<file path="config.mk">
export PLATFORM = sky130hd
export DESIGN_NAME = mmuexc_ctrl_regs
export DESIGN_NICKNAME = d
export VERILOG_FILES = /design/src/rtl/mmuexc_pkg.sv /design/src/rtl/mmuexc_decode.sv /design/src/rtl/mmuexc_regfile.sv /design/src/rtl/mmuexc_readmux.sv /design/src/rtl/mmuexc_ctrl_regs.sv
export SDC_FILE = /design/constraint.sdc
export NUM_CORES = 1
export LEC_CHECK = 0
export ABC_AREA = 1
export BUFFER_PORTS_ARGS = -buffer_cell sky130_fd_sc_hd__buf_2
export CORE_MARGIN = 10
export CORE_UTILIZATION = 60
export CTS_CLUSTER_SIZE = 16
export DETAILED_ROUTE_END_ITERATION = 12
export GPL_TIMING_DRIVEN = 0
export PLACE_DENSITY_LB_ADDON = 0.3
export SETUP_SLACK_MARGIN = 0.2
export SYNTH_ARGS = -nofsm -noshare
export SYNTH_HDL_FRONTEND = slang
export SYNTH_SLANG_ARGS = --single-unit
</file>
<file path="constraint.sdc">
create_clock -name clk -period 2 [get_ports clk]
set_input_delay 0.2 -clock clk [delete_from_list [all_inputs] [get_ports clk]]
set_output_delay 0.2 -clock clk [all_outputs]
set_load 0.02 [all_outputs]
</file>
<file path="src/rtl/mmuexc_pkg.sv">
// Package: shared constants and helper functions for the MMU/exception
// register file. Assumes 32-bit registers at word-aligned byte offsets.
package mmuexc_pkg;
    localparam int DATA_W = 32;
    localparam int NUM_RW = 9;
    localparam int NUM_RO = 3;
    localparam int EVT_W  = 11;
    localparam int AST_W  = 4;

    localparam int IX_MCTL  = 0;
    localparam int IX_PTEH  = 1;
    localparam int IX_PTEL  = 2;
    localparam int IX_TTB   = 3;
    localparam int IX_FAULT = 4;
    localparam int IX_TRAP  = 5;
    localparam int IX_EXPEV = 6;
    localparam int IX_INTEV = 7;
    localparam int IX_PTEA  = 8;

    localparam logic [1:0] SZ_WORD = 2'b10;

    // Byte offset of writable register idx: packed words from zero.
    function automatic logic [7:0] rw_offset(input int idx);
        return 8'(idx * 4);
    endfunction

    // Byte offset of read-only identification word k (fixed positions).
    function automatic logic [7:0] ro_offset(input int k);
        case (k)
            0:       return 8'h30;
            1:       return 8'h40;
            default: return 8'h44;
        endcase
    endfunction

    // Bits that writable register idx retains from write data.
    function automatic logic [DATA_W-1:0] keep_mask(input int idx, input int inv_bit);
        case (idx)
            IX_MCTL:                     return ~(DATA_W'(1) << inv_bit);
            IX_PTEA:                     return DATA_W'((1 << AST_W) - 1);
            IX_TRAP, IX_EXPEV, IX_INTEV: return DATA_W'((1 << EVT_W) - 1);
            default:                     return '1;
        endcase
    endfunction
endpackage

</file>
<file path="src/rtl/mmuexc_decode.sv">
// Decoder: turns an access request into one-hot register selects and an
// illegal flag. Assumes the request is held for exactly one cycle.
module mmuexc_decode
    import mmuexc_pkg::*;
#(
    parameter int ADDR_W = 8
) (
    input  logic              clk,
    input  logic              rst_n,
    input  logic              req_valid,
    input  logic              req_write,
    input  logic [ADDR_W-1:0] req_addr,
    input  logic [1:0]        req_size,
    output logic [NUM_RW-1:0] rw_sel,
    output logic [NUM_RO-1:0] ro_sel,
    output logic              bad
);
    logic [NUM_RW-1:0] rw_hit;
    logic [NUM_RO-1:0] ro_hit;
    logic              size_ok;

    // Address match for each writable register.
    for (genvar g = 0; g < NUM_RW; g++) begin : g_rw_hit
        assign rw_hit[g] = (req_addr == ADDR_W'(rw_offset(g)));
    end

    // Address match for each identification word.
    for (genvar g = 0; g < NUM_RO; g++) begin : g_ro_hit
        assign ro_hit[g] = (req_addr == ADDR_W'(ro_offset(g)));
    end

    // Qualify selects and classify illegal accesses.
    always_comb begin
        size_ok = (req_size == SZ_WORD);
        rw_sel  = (req_valid && size_ok) ? rw_hit : '0;
        ro_sel  = (req_valid && size_ok && !req_write) ? ro_hit : '0;
        bad     = req_valid && (!size_ok || !(|rw_hit || |ro_hit) || (req_write && |ro_hit));
    end

    // at most one register is ever selected.
    p_sel_onehot_r9: assert property (@(posedge clk) disable iff (!rst_n)
        $onehot0({rw_sel, ro_sel}));

    // a refused access selects nothing.
    p_bad_no_sel_r8: assert property (@(posedge clk) disable iff (!rst_n)
        bad |-> (rw_sel == '0 && ro_sel == '0));
endmodule

</file>
<file path="src/rtl/mmuexc_regfile.sv">
// Register storage: masks write data per register and raises the TLB
// invalidate and flush commands one cycle after the triggering write.
// Assumes rw_sel is one-hot or zero.
module mmuexc_regfile
    import mmuexc_pkg::*;
#(
    parameter int INV_BIT = 2,
    parameter int ASID_W  = 8
) (
    input  logic                          clk,
    input  logic                          rst_n,
    input  logic                          wr_en,
    input  logic [NUM_RW-1:0]             rw_sel,
    input  logic [DATA_W-1:0]             wdata,
    output logic [NUM_RW-1:0][DATA_W-1:0] regs,
    output logic                          inv_o,
    output logic                          flush_o
);
    // One storage register per writable slot, masked at write time.
    for (genvar g = 0; g < NUM_RW; g++) begin : g_reg
        localparam logic [DATA_W-1:0] KEEP = keep_mask(g, INV_BIT);
        always_ff @(posedge clk) begin
            if (!rst_n)
                regs[g] <= '0;
            else if (wr_en && rw_sel[g])
                regs[g] <= wdata & KEEP;
        end
    end

    // Side-effect commands, high for the cycle after the write.
    always_ff @(posedge clk) begin
        if (!rst_n) begin
            inv_o   <= 1'b0;
            flush_o <= 1'b0;
        end else begin
            inv_o   <= wr_en && rw_sel[IX_MCTL] && wdata[INV_BIT];
            flush_o <= wr_en && rw_sel[IX_PTEH] &&
                       (wdata[ASID_W-1:0] != regs[IX_PTEH][ASID_W-1:0]);
        end
    end

    // a flush always coincides with a changed identifier.
    p_flush_asid_r4: assert property (@(posedge clk) disable iff (!rst_n)
        flush_o |-> (regs[IX_PTEH][ASID_W-1:0] != $past(regs[IX_PTEH][ASID_W-1:0])));

    // an invalidate follows a write to the control word.
    p_inv_after_write_r3: assert property (@(posedge clk) disable iff (!rst_n)
        inv_o |-> $past(wr_en && rw_sel[IX_MCTL]));
endmodule

</file>
<file path="src/rtl/mmuexc_readmux.sv">
// Read path: registers the selected word, or zero for a refused read,
// with a valid strobe one cycle after the request.
module mmuexc_readmux
    import mmuexc_pkg::*;
#(
    parameter logic [DATA_W-1:0] CPU_VER   = 32'h0405_0001,
    parameter logic [DATA_W-1:0] CACHE_VER = 32'h2080_0500,
    parameter logic [DATA_W-1:0] CPU_REV   = 32'h0000_0071
) (
    input  logic                          clk,
    input  logic                          rst_n,
    input  logic                          rd_en,
    input  logic                          bad,
    input  logic [NUM_RW-1:0]             rw_sel,
    input  logic [NUM_RO-1:0]             ro_sel,
    input  logic [NUM_RW-1:0][DATA_W-1:0] regs,
    output logic                          rd_valid_o,
    output logic [DATA_W-1:0]             rd_data_o
);
    localparam logic [NUM_RO-1:0][DATA_W-1:0] RO_VALS = {CPU_REV, CACHE_VER, CPU_VER};

    logic [DATA_W-1:0] mux;

    // OR-combine the selected register and identification words.
    always_comb begin
        mux = '0;
        for (int i = 0; i < NUM_RW; i++)
            if (rw_sel[i]) mux = mux | regs[i];
        for (int k = 0; k < NUM_RO; k++)
            if (ro_sel[k]) mux = mux | RO_VALS[k];
    end

    // Capture read data and the valid strobe.
    always_ff @(posedge clk) begin
        if (!rst_n) begin
            rd_valid_o <= 1'b0;
            rd_data_o  <= '0;
        end else begin
            rd_valid_o <= rd_en;
            if (rd_en)
                rd_data_o <= bad ? '0 : mux;
        end
    end

    // event code reads never carry bits above the 11-bit field.
    p_event_width_r6: assert property (@(posedge clk) disable iff (!rst_n)
        (rd_valid_o && $past(rd_en && (rw_sel[IX_TRAP] || rw_sel[IX_EXPEV] || rw_sel[IX_INTEV])))
        |-> (rd_data_o[DATA_W-1:EVT_W] == '0));

    // assist reads carry only the 4-bit field.
    p_assist_width_r5: assert property (@(posedge clk) disable iff (!rst_n)
        (rd_valid_o && $past(rd_en && rw_sel[IX_PTEA])) |-> (rd_data_o[DATA_W-1:AST_W] == '0));
endmodule

</file>
<file path="src/rtl/mmuexc_ctrl_regs.sv">
// Top: MMU and exception control register file. Decodes 32-bit accesses,
// stores masked register fields, drives one-cycle TLB invalidate/flush
// commands and keeps a sticky illegal-access flag. Synchronous reset.
module mmuexc_ctrl_regs
    import mmuexc_pkg::*;
#(
    parameter int                ADDR_W    = 8,
    parameter int                INV_BIT   = 2,
    parameter int                ASID_W    = 8,
    parameter logic [DATA_W-1:0] CPU_VER   = 32'h0405_0001,
    parameter logic [DATA_W-1:0] CACHE_VER = 32'h2080_0500,
    parameter logic [DATA_W-1:0] CPU_REV   = 32'h0000_0071
) (
    input  logic              clk,
    input  logic              rst_n,
    input  logic              req_valid,
    input  logic              req_write,
    input  logic [ADDR_W-1:0] req_addr,
    input  logic [1:0]        req_size,
    input  logic [31:0]       req_wdata,
    output logic              rd_valid_o,
    output logic [31:0]       rd_data_o,
    output logic              tlb_inv_o,
    output logic              tlb_flush_o,
    output logic              err_o
);
    logic [NUM_RW-1:0]             rw_sel;
    logic [NUM_RO-1:0]             ro_sel;
    logic                          acc_bad;
    logic [NUM_RW-1:0][DATA_W-1:0] regs;

    mmuexc_decode #(.ADDR_W(ADDR_W)) i_decode (
        .clk       (clk),
        .rst_n     (rst_n),
        .req_valid (req_valid),
        .req_write (req_write),
        .req_addr  (req_addr),
        .req_size  (req_size),
        .rw_sel    (rw_sel),
        .ro_sel    (ro_sel),
        .bad       (acc_bad)
    );

    mmuexc_regfile #(.INV_BIT(INV_BIT), .ASID_W(ASID_W)) i_regfile (
        .clk     (clk),
        .rst_n   (rst_n),
        .wr_en   (req_valid && req_write),
        .rw_sel  (rw_sel),
        .wdata   (req_wdata),
        .regs    (regs),
        .inv_o   (tlb_inv_o),
        .flush_o (tlb_flush_o)
    );

    mmuexc_readmux #(.CPU_VER(CPU_VER), .CACHE_VER(CACHE_VER), .CPU_REV(CPU_REV)) i_readmux (
        .clk        (clk),
        .rst_n      (rst_n),
        .rd_en      (req_valid && !req_write),
        .bad        (acc_bad),
        .rw_sel     (rw_sel),
        .ro_sel     (ro_sel),
        .regs       (regs),
        .rd_valid_o (rd_valid_o),
        .rd_data_o  (rd_data_o)
    );

    // Sticky error flag, cleared only by reset.
    always_ff @(posedge clk) begin
        if (!rst_n)
            err_o <= 1'b0;
        else if (acc_bad)
            err_o <= 1'b1;
    end

    // once set, the error flag holds.
    p_err_sticky_r10: assert property (@(posedge clk) disable iff (!rst_n)
        err_o |=> err_o);

    // an illegal access raises the flag on the next cycle.
    p_err_set_r10: assert property (@(posedge clk) disable iff (!rst_n)
        $past(acc_bad && rst_n) |-> err_o);

    // invalidate only after a word write to offset 0x00 with bit INV_BIT set.
    p_inv_cause_r3: assert property (@(posedge clk) disable iff (!rst_n)
        tlb_inv_o |-> $past(req_valid && req_write && req_size == SZ_WORD &&
                            req_addr == ADDR_W'(rw_offset(IX_MCTL)) && req_wdata[INV_BIT]));

    // flush only after a word write to the entry-high offset.
    p_flush_cause_r4: assert property (@(posedge clk) disable iff (!rst_n)
        tlb_flush_o |-> $past(req_valid && req_write && req_size == SZ_WORD &&
                              req_addr == ADDR_W'(rw_offset(IX_PTEH))));

    // the invalidate bit never reads back as 1.
    p_inv_reads_zero_r3: assert property (@(posedge clk) disable iff (!rst_n)
        (rd_valid_o && $past(req_addr == ADDR_W'(rw_offset(IX_MCTL)))) |-> !rd_data_o[INV_BIT]);

    // a read of the wrong size returns zero.
    p_bad_size_zero_r8: assert property (@(posedge clk) disable iff (!rst_n)
        (rd_valid_o && $past(req_size != SZ_WORD)) |-> (rd_data_o == '0));

    // read data valid follows each read request by one cycle.
    p_rd_latency_r11: assert property (@(posedge clk) disable iff (!rst_n)
        (req_valid && !req_write) |=> rd_valid_o);
endmodule

</file>
==> results.toml, run 1 <==
[synthesis]
synth_ff_type = "dfxtp_1"
yosysTopAreaCell = "dfxtp_1"
synth.distinct_cells = 26
yosys-top-cells-area = "dfxtp_1, a21oi_1, o21ai_0"
syn_inst = 1405
seq_area_frac_synth = 0.4646
synth_top_area_share = 0.4646
yosysMostFrequentCell = "dfxtp_1"
syn_area_per_cell_um2 = 7.115
synth_fp_nets = 1451
yosysWarnings = 0
ys_ff_latch = 232
synth_edf_count = 0
synthArstFlopShare = 0
synth_area_mm2 = 0.009997
ys_top_cells_by_count = "dfxtp_1, a21oi_1, o21ai_0, inv_1, nand2_1"

[finish]
antenna_cells = 0
stdcell_count = 1741
postLayoutCellArea_mm2 = 0.01141
seq_area_mm2 = 0.004644
multiInputGateArea_mm2 = 0.004134
layout-drive-gt1-share = 0.09599
area_growth_pct = 14.11
utilization = 0.6928
finalNetCount = 1554
fillCellCount = 1368

[timing]
fin_setup_tns_ps = 0
fmaxAchievable_mhz = 589.6
finalCritPeriodShare = 0.8480
hold_ws_ps = 10.77
min_period_ps = 1696
rsz0062_at_grt = "false"
slew_headroom = 0.4067
fin_worst_skew_ps = 9.479
setup_viol = 0
tightest_slew_ps = 890.0
hold_viol = 0
slew_viol_final = 0

[cts]
clock_latency_ps = 520
cts.clk_slew.worst_paths_ps = 60
clockBufferDepth = 3
cts-root-buf = "clkbuf_16"
htreeDepth = 1
clock_sinks = 232
cts_tree = "done"
cts_made_buffers = 24

[worst_setup_path]
rrSetupSlack_ps = 800
crit_required_ps = 2450
slowest_delay_ps = 730
critPathTopFamily = "buffers and inverters"
cp-end-kind = "register"
crit_path_start_kind = "input port"
path_cells = "buf_2 > inv_1 > nor2_2 > clkbuf_1 > o21ai_0 > a21oi_1"
path_buf_inv = 3
critPathKind = "input port to register"
slowest_stage = "clkbuf_1"
cp_max_fo = 10
crit_arrival_ps = 2150

[floorplan]
start_util = 0.6071
rows = 47
fp.dieH_um = 149.1
coreArea_mm2 = 0.01647
dieArea_mm2 = 0.02222
die_x_um = 149.1
io-pin-count = 82

[power]
power.share.clock = 0.455
ir_drop_v = 0.0007072
power.leakage_uw = 0.004266
power.internal_uw = 7148
switchingPower_uw = 2106
p_sw_frac = 0.2276
comb_power_share = 0.045
p_seq_frac = 0.500
p_per_area_mw_per_mm2 = 811.3

[global_route]
grt_overflow = 0
grt_pass1_wl_mm = 50.27
grt_pass1_vias = 9399
antenna_found_initial = 0
grtUsageTotal = 0.2810
grt_max_degree = 13

[detailed_routing]
drtIter0Drc = 1151
vias = 9947
wl_mm = 32.16
drc = 0
first_pass_iters = 5
viasPerCell = 5.713
wl_per_cell_um = 18.47
ant_nets = 0

[placement]
place_hpwl_mm = 21.88
portBuffers = 72
place.gp.congestion = 0.9363
detailed_place.area_mm2 = 0.01063
dpl.cell_count = 1697

[hold_path]
min_path_type = "input port to register"

[status]
status = "completed"

[flow_run]
maxCapViolations = 0
-- final timing paths --
check | from | to | depth (start not counted)
setup / recovery | req_valid | i_readmux.rd_data_o[30] | 6
hold / removal | req_wdata[19] | i_regfile.regs[83] | 3
setup reg to reg | i_regfile.regs[258] | i_readmux.rd_data_o[2] | 6
hold reg to reg | i_regfile.regs[199] | i_regfile.regs[199] | 2
-- cell type report --
class	instances	share of cell area
plain buffers	95	0.03751
flip-flops and latches	232	0.4072
clock buffers	38	0.06263
repair buffers	77	0.03598
inverters	212	0.06976
multi-input cells	866	0.3624
well taps	220	0.02413
clock inverters	1	0.0004387
-- sequential cells by signal, summed over array words and instances (netlist names) --
signal / count
i_regfile.regs: 196
i_readmux.rd_data_o: 32
err_o: 1
i_readmux.rd_valid_o: 1
i_regfile.flush_o: 1
i_regfile.inv_o: 1
-- worst reg2reg max path, stage by stage, from the launching register on --
cell	delay, ps
dfxtp_1	310
inv_1	40
o21ai_0	350
nor2_1	110
nand2_1	120
nand2_1	70
a21oi_1	120
-- metrics by stage --
| stage | power (uW) | setup WS, ps |
|---|---|---|
| finish | 9254 | 304.0 |
| global route | 9452 | 237.2 |
| CTS | 9217 | 379.2 |
| floorplan | 4935 | 526.9 |
| global placement | 5108 | -314.6 |
| detailed placement | 5114 | -325.6 |
-- placed cells by master (no fill, tap or decap), drive strengths merged, types with 9 or more instances in the layout --
cell    Yosys  layout
buf        23      95
o22ai      16      16
clkbuf     72     110
nand3      82      82
dfxtp     232     232
a21oi     214     214
inv       210     210
o211ai      9       9
nand2     170     170
o21ai     236     236
nor2      129     129
-- repair_timing --
item | CTS | global route
hold endpoints to repair | 5 | 0
pin swaps | 0 | 0
endpoints found under the setup margin | 2 | 3
buffers inserted | 0 | 0
gates resized for setup | 1 | 5
hold buffers | 5 | 0
-- kinds of logic after synthesis --
logic type             synth area share
buffers and inverters            0.1222
flip-flops                       0.4646
AND/OR/NAND/NOR                  0.1642
XOR/XNOR                       0.007009
AO/OA/AOI/OAI                    0.2421
-- power by group through the flow --
stage / logic, uW / registers, uW / clock network [uW]
6_report: 414 / 4620 / 4210
5_1_grt: 449 / 4620 / 4380
4_1_cts: 400 / 4630 / 4190
3_5_place_dp: 387 / 4730 / 0
3_3_place_gp: 381 / 4730 / 0
2_1_floorplan: 205 / 4730 / 0
-- routing by layer --
metal,routed length [um],global-route usage,share of wire,up-vias
met5,0,0,0,-
met4,981,0.1001,0.031,0
met3,3644,0.06250,0.11,82
met2,14600,0.4446,0.45,552
met1,12930,0.3695,0.40,4568
li1,-,-,-,4745
(Power assumes the default switching activity.)
==> run 2, diff against run 1 <==
Settings changed: CORE_UTILIZATION 60 to 54.
Clock period 2 ns to 1.5 ns, I/O delays scaled along.
==> results.toml, run 2 (synthesized netlist as in run 1, its figures left out) <==
[status]
status = "completed"

[cts]
htreeDepth = 1
cts-root-buf = "clkbuf_16"
cts.clk_slew.worst_paths_ps = 60
cts_made_buffers = 24
clock_sinks = 232
clock_latency_ps = 540
clockBufferDepth = 3
cts_tree = "done"

[global_route]
grt_max_degree = 14
grt_pass1_vias = 9230
antenna_found_initial = 0
grtUsageTotal = 0.2616
grt_pass1_wl_mm = 51.09
grt_overflow = 0

[hold_path]
min_path_type = "input port to register"
hold_start = "req_wdata[8]"

[finish]
stdcell_count = 1774
largest_reg_flops = 196
fillCellCount = 1563
area_growth_pct = 18.07
reg_top3 = "i_regfile.regs: 196 flops, i_readmux.rd_data_o: 32 flops"
seq_area_mm2 = 0.004644
antenna_cells = 0
final_common_cell = "dfxtp_1"
layout-drive-gt1-share = 0.1353
final_cell_mix = "dfxtp_1, a21oi_1, inv_1"
finalNetCount = 1578
multiInputGateArea_mm2 = 0.004209
largest_register = "i_regfile.regs"

[worst_setup_path]
crit_required_ps = 1910
critPathKind = "input port to register"
cp-end-kind = "register"
timing.rr.start = "i_regfile.regs[32]"
crit_arrival_ps = 1760
cp_max_fo = 10
crit_path_start_kind = "input port"
critPathLaunch = "req_addr[7]"

[placement]
place.gp.congestion = 0.9395
dpl.cell_count = 1706
portBuffers = 72
place_hpwl_mm = 22.49

[floorplan]
coreArea_mm2 = 0.01809
fp.dieH_um = 156.1
io-pin-count = 82
rows = 49
die_x_um = 156.1
dieArea_mm2 = 0.02435
start_util = 0.5527

[detailed_routing]
ant_nets = 0
wl_mm = 33.22
vias = 10100
first_pass_iters = 6
drc = 0
drtIter0Drc = 1286
viasPerCell = 5.691
wl_per_cell_um = 18.72

[timing]
fmaxAchievable_mhz = 738.0
finalCritPeriodShare = 0.9033
hold_viol = 0
min_period_ps = 1355
hold_ws_ps = 24.00
setup_viol = 0
slew_headroom = 0.5441
tightest_slew_ps = 683.8
rsz0062_at_grt = "true"
slew_viol_final = 0
fin_worst_skew_ps = 20.54

[power]
p_per_area_mw_per_mm2 = 1044
ir_drop_v = 0.0009697
power.leakage_uw = 0.004501

[flow_run]
maxCapViolations = 0
[run 2: cell types whose count changed in the layout (fill, tap and decap cells not counted), moves of 5 or more]
cell and change:
dlygate4sd3_1 +18, clkbuf_2 +25, buf_6 +6, clkbuf_4 +6, clkbuf_1 -41, nand2_2 +5, nor2_4 +5, nand2_1 -6
[run 2: metal layers]
layer / GRT usage / share of wire / wire length (um)
met1: 0.3477 / 0.41 / 13570
met2: 0.4070 / 0.45 / 14900
met3: 0.06424 / 0.12 / 3901
met4: 0.08858 / 0.025 / 838
met5: 0 / 0 / 0
[run 2: power breakdown]
part / internal (uW) / switching [uW]
logic: 179 / 431
registers: 6160 / 1.58
clock network: 3080 / 2460
[run 2: area by class of cell]
class | instances | share of cell area
buffer | 95 | 0.04441
clock buffer | 33 | 0.05629
clock inverter | 6 | 0.003710
inverter | 212 | 0.06742
multi-input combinational | 866 | 0.3566
sequential | 232 | 0.3935
tap | 229 | 0.02427
timing repair buffer | 101 | 0.05385
[run 2: final timing paths]
path                         end  slack (ps)  depth (start not counted)
max           i_regfile.regs[60]         150                         10
min           i_regfile.regs[40]          20                          3
max reg2reg    i_regfile.flush_o         340                          3
min reg2reg  i_regfile.regs[230]         440                          2
[run 2: stage by stage]
stage	TNS [ps]	area, um2	total power (uW)	setup slack, ps	util
5_1_grt	0	11800	12630	101.0	0.6526
3_5_place_dp	-81550	10720	6831	-796.1	0.5926
3_3_place_gp	-75260	10720	6825	-780.7	0.5926
6_report	0	11800	12320	145.1	0.6526
2_1_floorplan	0	10070	6587	161.4	-
4_1_cts	0	11710	12310	192.5	0.6476
[run 2: repair_timing]
action,4_1_cts,5_1_grt
pin swaps,2,1
gates resized for setup,19,64
setup buffers,3,3
hold buffers,23,0
endpoints found under the setup margin,106,183
hold endpoints to repair,94,0
[run 2: worst max-delay path, cell delays in order]
cell      delay (ps)
buf_2            120
nor2_4           130
nand2_2          100
nor2_8           230
nand2_4          160
nor2_4           190
inv_2             70
clkbuf_2         230
o21ai_0          280
a21oi_1           90
==> run 3, diff against run 2 <==
Settings changed: CORE_UTILIZATION 54 to 60.
Clock period 1.5 ns to 1.45 ns, I/O delays scaled along.
==> results.toml, run 3 (synthesized netlist as in run 1, its figures left out) <==
[status]
status = "completed"

[flow_run]
maxCapViolations = 0

[placement]
place_hpwl_mm = 22.10
detailed_place.area_mm2 = 0.01081
place.gp.congestion = 0.9429
dp_worst_setup_slack_ps = -791.2
portBuffers = 72

[detailed_routing]
drtIter0Drc = 1226
viasPerCell = 5.902
first_pass_iters = 6
drc = 0
wl_mm = 34.64
ant_nets = 0
vias = 10540
wl_per_cell_um = 19.41

[floorplan]
rows = 47
io-pin-count = 82
die_x_um = 149.1
fp.dieH_um = 149.1
start_util = 0.6071
dieArea_mm2 = 0.02222
coreArea_mm2 = 0.01647

[hold_path]
min_path_type = "input port to register"
hold_path_depth = 3

[timing]
setup_slack_ps = 112.6
hold_viol = 0
fin_worst_skew_ps = 9.369
finalCritPeriodShare = 0.9223
slew_viol_final = 0
min_period_ps = 1337
tightest_slew_ps = 706.0
setup_viol = 0
slew_headroom = 0.5293
fmaxAchievable_mhz = 747.7
rsz0062_at_grt = "true"

[worst_setup_path]
ff2ff_path_depth = 3
path_common_cell = "nand2_1"
cp_max_fo = 4
critPathKind = "input port to register"
crit_arrival_ps = 1790
cp-end-kind = "register"
crit_required_ps = 1900
crit_path_start_kind = "input port"
slowest_stage = "nor2_1"
path_cells = "buf_2 > inv_2 > nand3_4 > buf_4 > nor2_1 > nand3_2 > o21ai_0 > inv_1 > nand2_1 > nand2_1 > a21oi_1"
slowest_delay_ps = 290

[cts]
cts_made_buffers = 24
cts.clk_slew.worst_paths_ps = 60
htreeDepth = 1
cts_tree = "done"
clock_latency_ps = 520
clock_sinks = 232
cts-root-buf = "clkbuf_16"
clockBufferDepth = 3

[finish]
final_common_cell = "dfxtp_1"
final_cell_mix = "dfxtp_1, a21oi_1, inv_1"
largest_register = "i_regfile.regs"
reg_top3 = "i_regfile.regs: 196 flops, i_readmux.rd_data_o: 32 flops"
area_growth_pct = 23.92
largest_reg_flops = 196
postLayoutCellArea_mm2 = 0.01239
antenna_cells = 0
finalNetCount = 1593
layout-drive-gt1-share = 0.1661

[power]
power.leakage_uw = 0.004744
p_per_area_mw_per_mm2 = 1074
ir_drop_v = 0.0008067

[global_route]
antenna_found_initial = 0
grt_max_degree = 14
grt_pass1_vias = 9743
grtUsageTotal = 0.2885
grt_pass1_wl_mm = 51.74
grt_overflow = 0
## run 3: changes by cell type in the layout (fill, tap and decap cells not counted), sizes merged
cell	previous run	this run
buf	108	120
clkbuf	98	110
nand2	170	171
clkinv	7	2
## run 3: critical path, delay by kind of cell
kind	cells	cell delay [ps]
and+or+nand+nor	5	930
AOI/OAI and AO/OA	2	300
buffers and inverters	4	420
## run 3: stage by stage
step	setup TNS [ps]	hold WS, ps	total power, uW	cells	utilization
after global placement	-81550	431.2	7068	1697	0.6562
after CTS	0	8.181	13160	1768	0.7245
after global routing	0	22.76	13600	1785	0.7524
final	0	13.37	13300	1785	0.7524
after floorplan	0	279.9	6823	1405	-
after detailed placement	-89770	436.1	7077	1697	0.6562
## run 3: cell type report
class | count | area (um2)
inverters | 212 | 807.0
clock inverters | 1 | 5.005
fillers | 1232 | 4078
flip-flops and latches | 232 | 4644
plain buffers | 95 | 628.1
repair buffers | 115 | 868.3
multi-input cells | 867 | 4367
clock buffers | 43 | 793.3
well taps | 220 | 275.3
## run 3: power breakdown
part	leakage, uW	switching, uW	internal [uW]	total [uW]
clock network	0.000393	2570	3670	6240
logic	0.00248	481	207	688
registers	0.00187	1.49	6380	6380
## run 3: timing repair
item	4_1_cts	5_1_grt
hold buffers	23	0
gates resized for setup	29	110
gates cloned	0	5
pin swaps	3	12
setup endpoints to repair	170	202
setup buffers	4	12
endpoints found under the hold margin	79	0
## run 3: layer usage
metal,GRT usage,share of wire,routed length (um)
met5,0,0,0
met4,0.1217,0.043,1489
met3,0.07464,0.12,4263
met2,0.4440,0.44,15410
met1,0.3759,0.39,13480
## run 3: final timing paths
| path | from | end | slack, ps |
|---|---|---|---|
| max reg2reg | i_regfile.regs[32] | i_regfile.flush_o | 320 |
| max | req_size[0] | i_readmux.rd_data_o[23] | 110 |
| min | req_wdata[10] | i_regfile.regs[42] | 10 |
| min reg2reg | i_regfile.regs[226] | i_regfile.regs[226] | 440 |
